## src/rtl/i2c_rb_pkg.sv

```systemverilog
package i2c_rb_pkg;
  localparam int BYTE_W = 8;
  localparam int CNT_W  = 4;

  typedef enum logic [2:0] {
    ST_IDLE,
    ST_ADDR,
    ST_PTR,
    ST_DATA,
    ST_ACK,
    ST_TX,
    ST_MACK,
    ST_SKIP
  } rb_state_t;
endpackage

```

## src/rtl/i2c_rb_sync.sv

```systemverilog
module i2c_rb_sync #(
  parameter int STAGES = 2
) (
  input  logic clk,
  input  logic rst_n,
  input  logic scl_i,
  input  logic sda_i,
  output logic sda_s,
  output logic scl_rise,
  output logic scl_fall,
  output logic start_det,
  output logic stop_det
);
  logic [STAGES-1:0] scl_q, sda_q;
  logic              scl_d, sda_d;
  logic              scl_s;

  // Synchronizer chains reset to the idle bus level (high).
  always_ff @(posedge clk or negedge rst_n) begin
    if (!rst_n) begin
      scl_q <= '1;
      sda_q <= '1;
      scl_d <= 1'b1;
      sda_d <= 1'b1;
    end else begin
      scl_q <= {scl_q[STAGES-2:0], scl_i};
      sda_q <= {sda_q[STAGES-2:0], sda_i};
      scl_d <= scl_q[STAGES-1];
      sda_d <= sda_q[STAGES-1];
    end
  end

  always_comb begin
    scl_s     = scl_q[STAGES-1];
    sda_s     = sda_q[STAGES-1];
    scl_rise  = scl_s & ~scl_d;
    scl_fall  = ~scl_s & scl_d;
    start_det = scl_s & scl_d & sda_d & ~sda_s;
    stop_det  = scl_s & scl_d & ~sda_d & sda_s;
  end
endmodule

```

## src/rtl/i2c_rb_ptr.sv

```systemverilog
module i2c_rb_ptr #(
  parameter int PTR_W = 8
) (
  input  logic             clk,
  input  logic             rst_n,
  input  logic             load,
  input  logic [PTR_W-1:0] load_val,
  input  logic             step,
  output logic [PTR_W-1:0] ptr
);
  logic [PTR_W-1:0] ptr_n;
  logic             ptr_en;

  always_comb begin
    ptr_en = load | step;
    ptr_n  = load ? load_val : ptr + 1'b1;
  end

  always_ff @(posedge clk or negedge rst_n) begin
    if (!rst_n) ptr <= '0;
    else if (ptr_en) ptr <= ptr_n;
  end
endmodule

```

## src/rtl/i2c_rb_fsm.sv

```systemverilog
module i2c_rb_fsm
  import i2c_rb_pkg::*;
#(
  parameter logic [6:0] DEV_ADDR  = 7'h44,
  parameter int         STRAP_BIT = 1
) (
  input  logic              clk,
  input  logic              rst_n,
  input  logic              sda_s,
  input  logic              scl_rise,
  input  logic              scl_fall,
  input  logic              start_det,
  input  logic              stop_det,
  input  logic              strap_i,
  input  logic [BYTE_W-1:0] status_i,
  output logic              sda_pull,
  output logic              wr_en,
  output logic [BYTE_W-1:0] wr_data,
  output logic              ptr_load,
  output logic [BYTE_W-1:0] ptr_value
);
  localparam logic [CNT_W-1:0] BITS = CNT_W'(BYTE_W);

  rb_state_t         state_q, state_n, next_q, next_n;
  logic [CNT_W-1:0]  cnt_q, cnt_n;
  logic [BYTE_W-1:0] rx_q, rx_n, tx_q, tx_n, wd_q, wd_n;
  logic              pull_q, pull_n, wr_q, wr_n, ld_q, ld_n;
  logic [6:0]        dev_addr;

  always_comb begin
    dev_addr            = DEV_ADDR;
    dev_addr[STRAP_BIT] = strap_i;
  end

  always_comb begin
    state_n = state_q;
    next_n  = next_q;
    cnt_n   = cnt_q;
    rx_n    = rx_q;
    tx_n    = tx_q;
    wd_n    = wd_q;
    pull_n  = pull_q;
    wr_n    = 1'b0;
    ld_n    = 1'b0;
    if (start_det) begin
      state_n = ST_ADDR;
      cnt_n   = '0;
      pull_n  = 1'b0;
    end else if (stop_det) begin
      state_n = ST_IDLE;
      pull_n  = 1'b0;
    end else begin
      unique case (state_q)
        ST_ADDR, ST_PTR, ST_DATA: begin
          if (scl_rise && (cnt_q < BITS)) begin
            rx_n  = {rx_q[BYTE_W-2:0], sda_s};
            cnt_n = cnt_q + 1'b1;
          end else if (scl_fall && (cnt_q == BITS)) begin
            if (state_q == ST_ADDR) begin
              if (rx_q[BYTE_W-1:1] == dev_addr) begin
                pull_n  = 1'b1;
                state_n = ST_ACK;
                next_n  = rx_q[0] ? ST_TX : ST_PTR;
              end else begin
                state_n = ST_SKIP;
              end
            end else if (state_q == ST_PTR) begin
              pull_n  = 1'b1;
              ld_n    = 1'b1;
              state_n = ST_ACK;
              next_n  = ST_DATA;
            end else begin
              pull_n  = 1'b1;
              wr_n    = 1'b1;
              wd_n    = rx_q;
              state_n = ST_ACK;
              next_n  = ST_DATA;
            end
          end
        end
        ST_ACK: begin
          if (scl_fall) begin
            cnt_n = '0;
            if (next_q == ST_TX) begin
              tx_n    = status_i;
              pull_n  = ~status_i[BYTE_W-1];
              state_n = ST_TX;
            end else begin
              pull_n  = 1'b0;
              state_n = next_q;
            end
          end
        end
        ST_TX: begin
          if (scl_fall) begin
            if (cnt_q == BITS - 1'b1) begin
              pull_n  = 1'b0;
              cnt_n   = '0;
              state_n = ST_MACK;
            end else begin
              tx_n   = {tx_q[BYTE_W-2:0], 1'b0};
              pull_n = ~tx_q[BYTE_W-2];
              cnt_n  = cnt_q + 1'b1;
            end
          end
        end
        ST_MACK: begin
          if (scl_rise && sda_s) begin
            state_n = ST_SKIP;
          end else if (scl_fall) begin
            tx_n    = status_i;
            pull_n  = ~status_i[BYTE_W-1];
            cnt_n   = '0;
            state_n = ST_TX;
          end
        end
        default: ;
      endcase
    end
  end

  always_ff @(posedge clk or negedge rst_n) begin
    if (!rst_n) begin
      state_q <= ST_IDLE;
      next_q  <= ST_IDLE;
      cnt_q   <= '0;
      rx_q    <= '0;
      tx_q    <= '0;
      wd_q    <= '0;
      pull_q  <= 1'b0;
      wr_q    <= 1'b0;
      ld_q    <= 1'b0;
    end else begin
      state_q <= state_n;
      next_q  <= next_n;
      cnt_q   <= cnt_n;
      rx_q    <= rx_n;
      tx_q    <= tx_n;
      wd_q    <= wd_n;
      pull_q  <= pull_n;
      wr_q    <= wr_n;
      ld_q    <= ld_n;
    end
  end

  always_comb begin
    sda_pull  = pull_q;
    wr_en     = wr_q;
    wr_data   = wd_q;
    ptr_load  = ld_q;
    ptr_value = rx_q;
  end
endmodule

```

## src/rtl/i2c_regbank_slave.sv

```systemverilog
module i2c_regbank_slave
  import i2c_rb_pkg::*;
#(
  parameter int         SYNC_STAGES = 2,
  parameter logic [6:0] DEV_ADDR    = 7'h44,
  parameter int         STRAP_BIT   = 1
) (
  input  logic              clk,
  input  logic              rst_n,
  input  logic              scl_i,
  input  logic              sda_i,
  output logic              sda_pull,
  input  logic              strap_i,
  input  logic [BYTE_W-1:0] status_i,
  output logic              wr_en,
  output logic [BYTE_W-1:0] wr_addr,
  output logic [BYTE_W-1:0] wr_data
);
  logic              sda_s, scl_rise, scl_fall, start_det, stop_det;
  logic              ptr_load;
  logic [BYTE_W-1:0] ptr_value;

  i2c_rb_sync #(.STAGES(SYNC_STAGES)) u_sync (
    .clk       (clk),
    .rst_n     (rst_n),
    .scl_i     (scl_i),
    .sda_i     (sda_i),
    .sda_s     (sda_s),
    .scl_rise  (scl_rise),
    .scl_fall  (scl_fall),
    .start_det (start_det),
    .stop_det  (stop_det)
  );

  i2c_rb_fsm #(.DEV_ADDR(DEV_ADDR), .STRAP_BIT(STRAP_BIT)) u_fsm (
    .clk       (clk),
    .rst_n     (rst_n),
    .sda_s     (sda_s),
    .scl_rise  (scl_rise),
    .scl_fall  (scl_fall),
    .start_det (start_det),
    .stop_det  (stop_det),
    .strap_i   (strap_i),
    .status_i  (status_i),
    .sda_pull  (sda_pull),
    .wr_en     (wr_en),
    .wr_data   (wr_data),
    .ptr_load  (ptr_load),
    .ptr_value (ptr_value)
  );

  // The pointer steps on the strobe cycle, so wr_addr holds the old value
  // while wr_en is high.
  i2c_rb_ptr #(.PTR_W(BYTE_W)) u_ptr (
    .clk      (clk),
    .rst_n    (rst_n),
    .load     (ptr_load),
    .load_val (ptr_value),
    .step     (wr_en),
    .ptr      (wr_addr)
  );
endmodule

```

## config.mk

```make
export PLATFORM = sky130hd
export DESIGN_NAME = i2c_regbank_slave
export DESIGN_NICKNAME = d
export VERILOG_FILES = /design/src/rtl/i2c_rb_pkg.sv /design/src/rtl/i2c_rb_sync.sv /design/src/rtl/i2c_rb_ptr.sv /design/src/rtl/i2c_rb_fsm.sv /design/src/rtl/i2c_regbank_slave.sv
export SDC_FILE = /design/constraint.sdc
export NUM_CORES = 1
export LEC_CHECK = 0
export CAP_MARGIN = 40
export CORE_MARGIN = 8
export CORE_UTILIZATION = 45
export CTS_BUF_LIST = sky130_fd_sc_hd__clkbuf_16
export CTS_CLUSTER_DIAMETER = 200
export DETAILED_ROUTE_END_ITERATION = 12
export GPL_TIMING_DRIVEN = 0
export PLACE_DENSITY = 0.65
export SYNTH_ARGS = -nofsm -noshare
export SYNTH_HDL_FRONTEND = slang
export SYNTH_SLANG_ARGS = --single-unit
```

## constraint.sdc

```tcl
create_clock -name clk -period 2.1 [get_ports clk]
set_input_delay 0.315 -clock clk [delete_from_list [all_inputs] [get_ports clk]]
set_output_delay 0.315 -clock clk [all_outputs]
set_load 0.05 [all_outputs]
```

== After elaboration in Yosys (flattened, before gate mapping) ==
Cells that the tools add are included.
Storage, ports and cells
  register bits: 50
  output and inout port bits: 18
  logic and storage cells: 139
  bits of input ports: 13
Operators by class
  add/sub/neg operators: 2
  reductions and logical operators: 14
  order comparisons: 1
  muxes and demuxes: 59
  bitwise operators: 19
  equality and inequality tests: 30
Operator list (number)
  2-to-1 mux 7 bit: 6
  2-to-1 mux 3 bit: 13
  2-to-1 mux 4 bit: 7
  2-to-1 mux 1 bit: 26
  one-hot mux 7 bit (3 select lines): 1
  != test 4 x 3 -> 1 bit (second input constant): 5
  one-hot mux 4 bit (4 select lines): 1
  AND reduction 7 bit: 2
  equality test 3 bit (second input constant): 4
  one-hot mux 3 bit (4 select lines): 1
  inverter 1 bit: 11
  AND reduction 9 bit: 1
  adder 8 x 1 -> 8 bit (second input constant): 1
  2-to-1 mux 8 bit: 1
  != test 2 x 1 -> 1 bit (second input constant): 4
  != test 2 bit (second input constant): 4
  != test 4 bit (second input constant): 2
  AND reduction 8 bit: 1
  AND 1 bit: 7
  equality test 7 bit: 1
  equality test 3 x 2 -> 1 bit (second input constant): 2
  != test 3 x 2 -> 1 bit (second input constant): 2
  AND reduction 6 bit: 1
  nonzero test 6 bit: 1
  other kinds (17): 20

== Depth between registers and ports, before layout ==
Gate-level depths: netlist (run 1).
  depth in word-level cells: 8
  depth in mapped cells: 7
  gate-level depth less buffers: 7

== Hierarchy ==
A second synthesis (run 1) with hierarchy kept.
Second synthesis, totals
  cell total of the unflattened synthesis: 224
  area, all modules: 2533.7 um^2
By module, submodules not included
  i2c_rb_fsm: cells each 164, area each 1881.8 um^2, sequential area each 900.9 um^2, instances 1
  i2c_rb_ptr: cells each 50, area each 461.7 um^2, sequential area each 200.2 um^2, instances 1
  i2c_rb_sync: cells each 10, area each 190.2 um^2, sequential area each 157.7 um^2, instances 1

== Worst setup path before layout (run 1) ==
OpenSTA, ideal clock, no wires.
  path kind: reg-to-reg
  start: register u_sync.scl_q[1]
  end: register u_fsm.state_q[0]
  required time: 1.975 ns
  setup time: 0.125 ns
  setup slack: 0.290 ns
  arrival: 1.686 ns
  buffers on the path: 0
  stages on the path, launching flop included: 6
  period minus slack after synthesis: 1.810 ns
  path through: dfstp_2 > and2b_1 > a31oi_1 > a31oi_1 > a31oi_1 > mux2_2
Between the ends
  word-level cells in the longest chain between the ends: 6
  elaborated cells between the ends (all ways): 23
  those cells by class: eq/ne (6); mux (4); bitwise (8); reduce/logical (5)
RTL lines
  from (decl): RTL line i2c_rb_sync.sv:14  | logic [STAGES-1:0] scl_q, sda_q;
  from (signal assigned): RTL line i2c_rb_sync.sv:26  | scl_q <= {scl_q[STAGES-2:0], scl_i};
  AND 1 bit: RTL line i2c_rb_sync.sv:36  | scl_rise = scl_s & ~scl_d;
  logical AND 1 bit: RTL line i2c_rb_fsm.sv:108  | if (scl_rise && sda_s) begin
  2-to-1 mux 3 bit: RTL line i2c_rb_fsm.sv:108
  one-hot mux 3 bit (4 select lines): RTL line i2c_rb_fsm.sv:53  | unique case (state_q)
  2-to-1 mux 3 bit: RTL line i2c_rb_fsm.sv:49  | end else if (stop_det) begin
  2-to-1 mux 3 bit: RTL line i2c_rb_fsm.sv:45  | if (start_det) begin
  to (signal assigned): RTL line i2c_rb_fsm.sv:134  | state_q <= state_n;
  to (decl): RTL line i2c_rb_fsm.sv:24  | rb_state_t state_q, state_n, next_q, next_n;
Several ways; a longest one is shown, not always the timed one.
A chain may end at the register's enable or synchronous reset.

== Final worst setup path (run 1) ==
  start: register u_sync.scl_q[1]
  end: register u_fsm.state_q[2]
Same word-level chain as after synthesis.

==> qor.txt, run 1 <==
Post-synth ARST share -> 100%
cell area power density -> 1080 nW/um^2
Yosys reg bits -> 50
Flop pwr share -> 41.7%
Synthesized Nets -> 241
global routing met3 resource utilization -> 3.68%
post-synth cell types -> 46
Placed Instances -> 326
# IOs -> 31
final critical-path required period -> 1.96 ns
first-pass GRT wire length -> 8980 microns
status -> finished clean
Clock Tree Buf Depth -> 2
DPL Wire Length -> 3850 microns
Layout Utilization -> 58.1%
YS warnings -> 0
chip height -> 89.5 microns
net switching power figure -> 1.18 mW
WP buf/inv -> 0
Placed Instance Area -> 2840 sq um
initial antenna violation count -> 0
unrepaired setup endpoints after global routing -> false
Highest Clock Rate -> 511 MHz
Layout Nets -> 279
num rows -> 26
GRT Max-Usage Layer -> met2
largest net degree at the start of global routing -> 27
Total Power -> 3.26 mW
Die Area -> 8020 sq um
Fillers -> 443
crit-path max FO -> 7
WP data arrival -> 2.13 ns
antenna fix cells -> 0
H-tree levels -> 2
M2 GR Usage -> 24.5%
Tcrit/Tclk final -> 93.1%
Final Cell Area -> 3000 sq um
Final setup viols -> 0
met1 GRT Util -> 17.3%
Cells after Synth -> 225
total track usage -> 14.6%
vias per cell -> 5.46
grt total ovfl -> 0
Clk Latency, worst-skew pair -> 0.29 ns
ys flop type -> dfrtp_1
Mapped Area -> 2430 sq um
CTS tree -> done
Fin. Hold Viols -> 0
GPL Wtd Cong -> 0.910
switch share -> 36.4%
CP max-delay cell -> dfstp_2
number of antenna-violating nets in the routed design -> 0
sequential area share after synthesis -> 51.7%
layout cell share with drive strength beyond 1 -> 17.8%
syn avg cell area -> 10.8 sq um
critical path data required time -> 2.28 ns
Worst Tran Pin Value -> 0.638 ns
Slew Limit Fails -> 0
clock-pin slew on the worst setup and hold paths -> 0.07 ns
clock share of power -> 25.8%
Comb power frac -> 32.5%
CP Class -> reg -> reg
slew margin rel. -> 57.4%
setup repair bufs after CTS -> 0
CP Launch Type -> register
Crit path largest cell delay -> 0.58 ns
# DRC -> 0
Syn-to-layout area delta -> 23.4%
CP top delay family -> compound AO/OA/AOI/OAI gates
maximum vdd drop -> 0.000471 V
Die W -> 89.5 microns
Initial Util -> 47.0%
core area -> 5170 sq um
Post-Route WL -> 5290 microns
Leak -> 1.27 nW
Hold/Removal Path Class -> in -> async
Crit. End Element -> register
clock root buffer -> clkbuf_16
port bufs -> 30
commonest non-fill, non-tap cell in the layout -> dfrtp_1
final non-filler cell total -> 334
drt first pass iters -> 4
Int Power -> 2.07 mW
most frequent cells in the layout -> 44 x dfrtp_1, 29 x clkdlybuf4s50_1, 27 x nand2_1
crit-path cells -> and2b_1 > a31oi_1 > a31oi_1 > a31oi_2 > mux2_2
number of global-route vias before repair -> 1850
Setup Skew -> 0.00608 ns
maxcap violations -> 0
cts bufs inserted -> 5
setup_tns -> 0 ns
drt initial violations -> 108
via count -> 1824
EDFF count, synth -> 0
WL/cell -> 15.8 microns
most frequent CP cell -> a31oi_1
clk sinks -> 50
## sequential cells by signal (all words and copies together) (netlist names), 2 cells and up
| register | cells |
|---|---|
| u_fsm.wr_data | 8 |
| u_fsm.state_q | 3 |
| u_fsm.tx_q | 7 |
| u_sync.scl_q | 2 |
| u_sync.sda_q | 2 |
| u_fsm.ptr_value | 8 |
| u_fsm.next_q | 3 |
| u_fsm.cnt_q | 4 |
| u_ptr.ptr | 8 |
## power by group through the flow
stage | Combinational (mW) | Clock, mW | Sequential, mW
2_1_floorplan | 0.767 | 0 | 1.33
3_3_place_gp | 1.01 | 0 | 1.37
3_5_place_dp | 1.03 | 0 | 1.37
4_1_cts | 1.05 | 0.853 | 1.36
5_1_grt | 1.18 | 0.907 | 1.39
6_report | 1.06 | 0.839 | 1.36
## per-stage QoR
step	setup WS, ns	hold slack [ns]
final	0.144	0.0254
after global routing	0.0275	0.0703
after CTS	0.0801	0.0438
after detailed placement	0.00364	0.348
after global placement	-0.724	0.347
after floorplan	0.290	0.0194
## Yosys cell counts (all sizes together) (5+ instances only)
master / count / area (sq um)
a21oi: 5 / 25.0
dfrtp: 44 / 1100
o21ai: 22 / 110
xor2: 7 / 61.3
dfstp: 6 / 158
mux2i: 9 / 90.1
nor2: 12 / 45.0
a31oi: 6 / 37.5
inv: 9 / 33.8
mux2: 18 / 203
nand2: 27 / 101
## routing by layer
layer,share of wire [%],vias to the layer above
met5,0,-
met4,2.0,0
met3,5.0,11
met2,49,40
met1,44,892
li1,-,881
## area by class of cell
class | instances | area (sq um) | share of cell area (%)
timing repair buffer | 31 | 315 | 10.5
clock inverter | 3 | 28.8 | 0.958
inverter | 9 | 33.8 | 1.12
sequential | 50 | 1260 | 41.9
multi-input combinational | 158 | 1120 | 37.3
clock buffer | 5 | 125 | 4.16
buffer | 8 | 35.0 | 1.17
tap | 70 | 87.6 | 2.92
## worst register-to-register path, cell delays in order (launching register included)
cell	delay [ns]
dfstp_2	0.58
and2b_1	0.26
a31oi_1	0.28
a31oi_1	0.09
a31oi_2	0.25
mux2_2	0.37
## final timing paths
kind	start	endpoint	slack (ns)	cells past startpoint
max reg2reg	u_sync.scl_q[1]$_DFF_PN1_	u_fsm.state_q[2]$_DFFE_PN0P_	0.14	5
max	u_sync.scl_q[1]$_DFF_PN1_	u_fsm.state_q[2]$_DFFE_PN0P_	0.14	5
min in group clk	u_sync.sda_q[0]$_DFF_PN1_	u_sync.sda_q[1]$_DFF_PN1_	0.36	0
min	rst_n	u_ptr.ptr[7]$_DFFE_PN0P_	0.03	1
min reg2reg	u_sync.sda_q[0]$_DFF_PN1_	u_sync.sda_q[1]$_DFF_PN1_	0.36	0
max in group asynchronous	rst_n	u_sync.scl_d$_DFF_PN1_	1.46	2
## what timing repair did
item	CTS	global route
resized for setup	0	2
endpoints found under the setup margin	0	2
hold buffers	0	0
## logic make-up after synthesis
kind of cell    Yosys count  synth area share [%]
xor+xnor                  9                  3.24
simple gates             71                  16.2
buf+inv                  17                  2.83
compound gates           48                  12.4
fa+ha+maj                 3                  1.54
flops                    50                  51.7
mux                      27                  12.0
No activity file was read; power rests on OpenSTA's default activity.
==> run 2, diff against run 1 <==
--- a/config.mk
+++ b/config.mk
@@ -6,13 +6,15 @@
 export NUM_CORES = 1
 export LEC_CHECK = 0
 export CAP_MARGIN = 40
+export CORE_ASPECT_RATIO = 1.4
 export CORE_MARGIN = 8
 export CORE_UTILIZATION = 45
 export CTS_BUF_LIST = sky130_fd_sc_hd__clkbuf_16
 export CTS_CLUSTER_DIAMETER = 200
 export DETAILED_ROUTE_END_ITERATION = 12
+export DONT_BUFFER_PORTS = 1
 export GPL_TIMING_DRIVEN = 0
-export PLACE_DENSITY = 0.65
+export PLACE_DENSITY = 0.58
 export SYNTH_ARGS = -nofsm -noshare
 export SYNTH_HDL_FRONTEND = slang
 export SYNTH_SLANG_ARGS = --single-unit
==> run 2 against run 1 <==
Against the previous run:
- sequential power is essentially flat
- routed wire length shrank 6.1%
- combinational power shrank 9%
- hold slack lost 0.0035 ns
- sequential share of layout area grew 4.7 points
- critical path depth is the same
- critical endpoint is now u_fsm.state_q[0]$_DFFE_PN0P_
- highest routed layer unchanged
==> qor.txt, run 2 (synthesis gave the netlist of run 1 again) <==
Comb power frac -> 30.9%
port bufs -> 0
switch share -> 35.4%
vias per cell -> 5.55
DPL Wire Length -> 3660 microns
Clk Latency, worst-skew pair -> 0.29 ns
Final setup viols -> 0
Post-Route WL -> 4970 microns
via count -> 1664
WL/cell -> 16.6 microns
Flop pwr share -> 44.4%
Hold Path Origin -> scl_i
WP data arrival -> 2.16 ns
Highest Clock Rate -> 502 MHz
most frequent cells in the layout -> 44 x dfrtp_1, 27 x nand2_1, 22 x o21ai_0
layout cell share with drive strength beyond 1 -> 18.8%
H-tree levels -> 2
worst hold stages -> 0
Crit. End Element -> register
Initial Util -> 46.8%
commonest non-fill, non-tap cell in the layout -> dfrtp_1
Hold/Removal Path Class -> in -> reg
first-pass GRT wire length -> 8290 microns
dpl ws -> 0.0527 ns
reg2reg setup slack -> 0.11 ns
number of antenna-violating nets in the routed design -> 0
Leak -> 1.16 nW
Worst Tran Pin Value -> 0.718 ns
Layout Utilization -> 51.9%
net switching power figure -> 1.10 mW
clock-pin slew on the worst setup and hold paths -> 0.06 ns
chip height -> 103 microns
final non-filler cell total -> 300
cell area power density -> 1160 nW/um^2
CP Launch Type -> register
Slew Limit Fails -> 0
unrepaired setup endpoints after global routing -> false
CP Class -> reg -> reg
number of global-route vias before repair -> 1700
setup repair bufs after CTS -> 0
clk sinks -> 50
Setup Skew -> 0.00584 ns
worst hold endpoint -> u_sync.scl_q[0]$_DFF_PN1_
Fin. Hold Viols -> 0
largest net degree at the start of global routing -> 51
Fillers -> 503
Tcrit/Tclk final -> 94.9%
setup_tns -> 0 ns
Reg2Reg Depth -> 5
# DRC -> 0
drt first pass iters -> 4
# IOs -> 31
status -> finished clean
final hold slack -> 0.0220 ns
core area -> 5200 sq um
Die Area -> 8050 sq um
GPL Wtd Cong -> 0.831
grt total ovfl -> 0
clock share of power -> 24.7%
Clock Tree Buf Depth -> 2
initial antenna violation count -> 0
Die W -> 78.2 microns
critical path data required time -> 2.27 ns
final critical-path required period -> 1.99 ns
clock root buffer -> clkbuf_16
drt initial violations -> 83
num rows -> 31
crit-path max FO -> 7
Layout Nets -> 250
maximum vdd drop -> 0.000485 V
final worst slack -> 0.108 ns
Int Power -> 2.02 mW
maxcap violations -> 0
antenna fix cells -> 0
reg2reg end -> u_fsm.state_q[0]$_DFFE_PN0P_
cts bufs inserted -> 5
CTS tree -> done
slew margin rel. -> 51.5%
Placed Instances -> 291
total track usage -> 13.0%
Syn-to-layout area delta -> 11.0%
worst r2r src -> u_sync.scl_q[1]$_DFF_PN1_
run 2: power by group through the flow:
stage / Clock [mW] / Combinational (mW) / Sequential (mW)
finish: 0.770 / 0.965 / 1.39
global route: 0.833 / 1.08 / 1.42
global placement: 0 / 0.913 / 1.40
detailed placement: 0 / 0.929 / 1.41
CTS: 0.793 / 0.958 / 1.39
floorplan: 0 / 0.767 / 1.33
run 2: cell type report:
class                           instances  area, sq um  share of cell area [%]
Inverter                                9         33.8                    1.25
Timing Repair Buffer                    2         37.5                    1.39
Tap cell                               66         82.6                    3.06
Clock inverter                          2         15.0                   0.556
Sequential cell                        50         1260                    46.6
Buffer                                  8         35.0                    1.30
Clock buffer                            5          125                    4.63
Multi-Input combinational cell        158         1110                    41.2
run 2: worst max-delay path, stage by stage, from the launching register on:
cell and delay, ns:
dfstp_2 0.58, and2b_1 0.25, a31oi_1 0.29, a31oi_1 0.10, a31oi_2 0.27, mux2_2 0.37
run 2: per-layer routing:
metal	up-vias	global-route usage, %	wire length (microns)
met5	-	0	0
li1	814	-	-
met2	32	23.4	2660
met1	806	13.7	1950
met4	0	7.15	165
met3	12	3.23	188
run 2: metrics by stage:
step	cell area, sq um	power, mW
4_1_cts	2690	3.14
5_1_grt	2700	3.33
2_1_floorplan	2430	2.10
3_5_place_dp	2520	2.34
3_3_place_gp	2520	2.31
6_report	2700	3.12
run 2: how the worst max path moves through the flow:
stage                                    startpoint                      endpoint  cells after the start
after floorplan           u_sync.scl_q[1]$_DFF_PN1_  u_fsm.state_q[0]$_DFFE_PN0P_                      5
after global placement    u_sync.scl_q[1]$_DFF_PN1_  u_fsm.state_q[0]$_DFFE_PN0P_                      5
after detailed placement  u_sync.scl_q[1]$_DFF_PN1_  u_fsm.state_q[0]$_DFFE_PN0P_                      5
after CTS                 u_sync.scl_q[1]$_DFF_PN1_  u_fsm.state_q[0]$_DFFE_PN0P_                      5
after global routing      u_sync.scl_q[1]$_DFF_PN1_  u_fsm.state_q[0]$_DFFE_PN0P_                      5
final                     u_sync.scl_q[1]$_DFF_PN1_  u_fsm.state_q[0]$_DFFE_PN0P_                      5
run 2: repair_timing:
item,CTS,global route
hold endpoints to repair,50,0
gates resized for setup,0,1
hold buffers,2,0
setup endpoints to repair,0,2
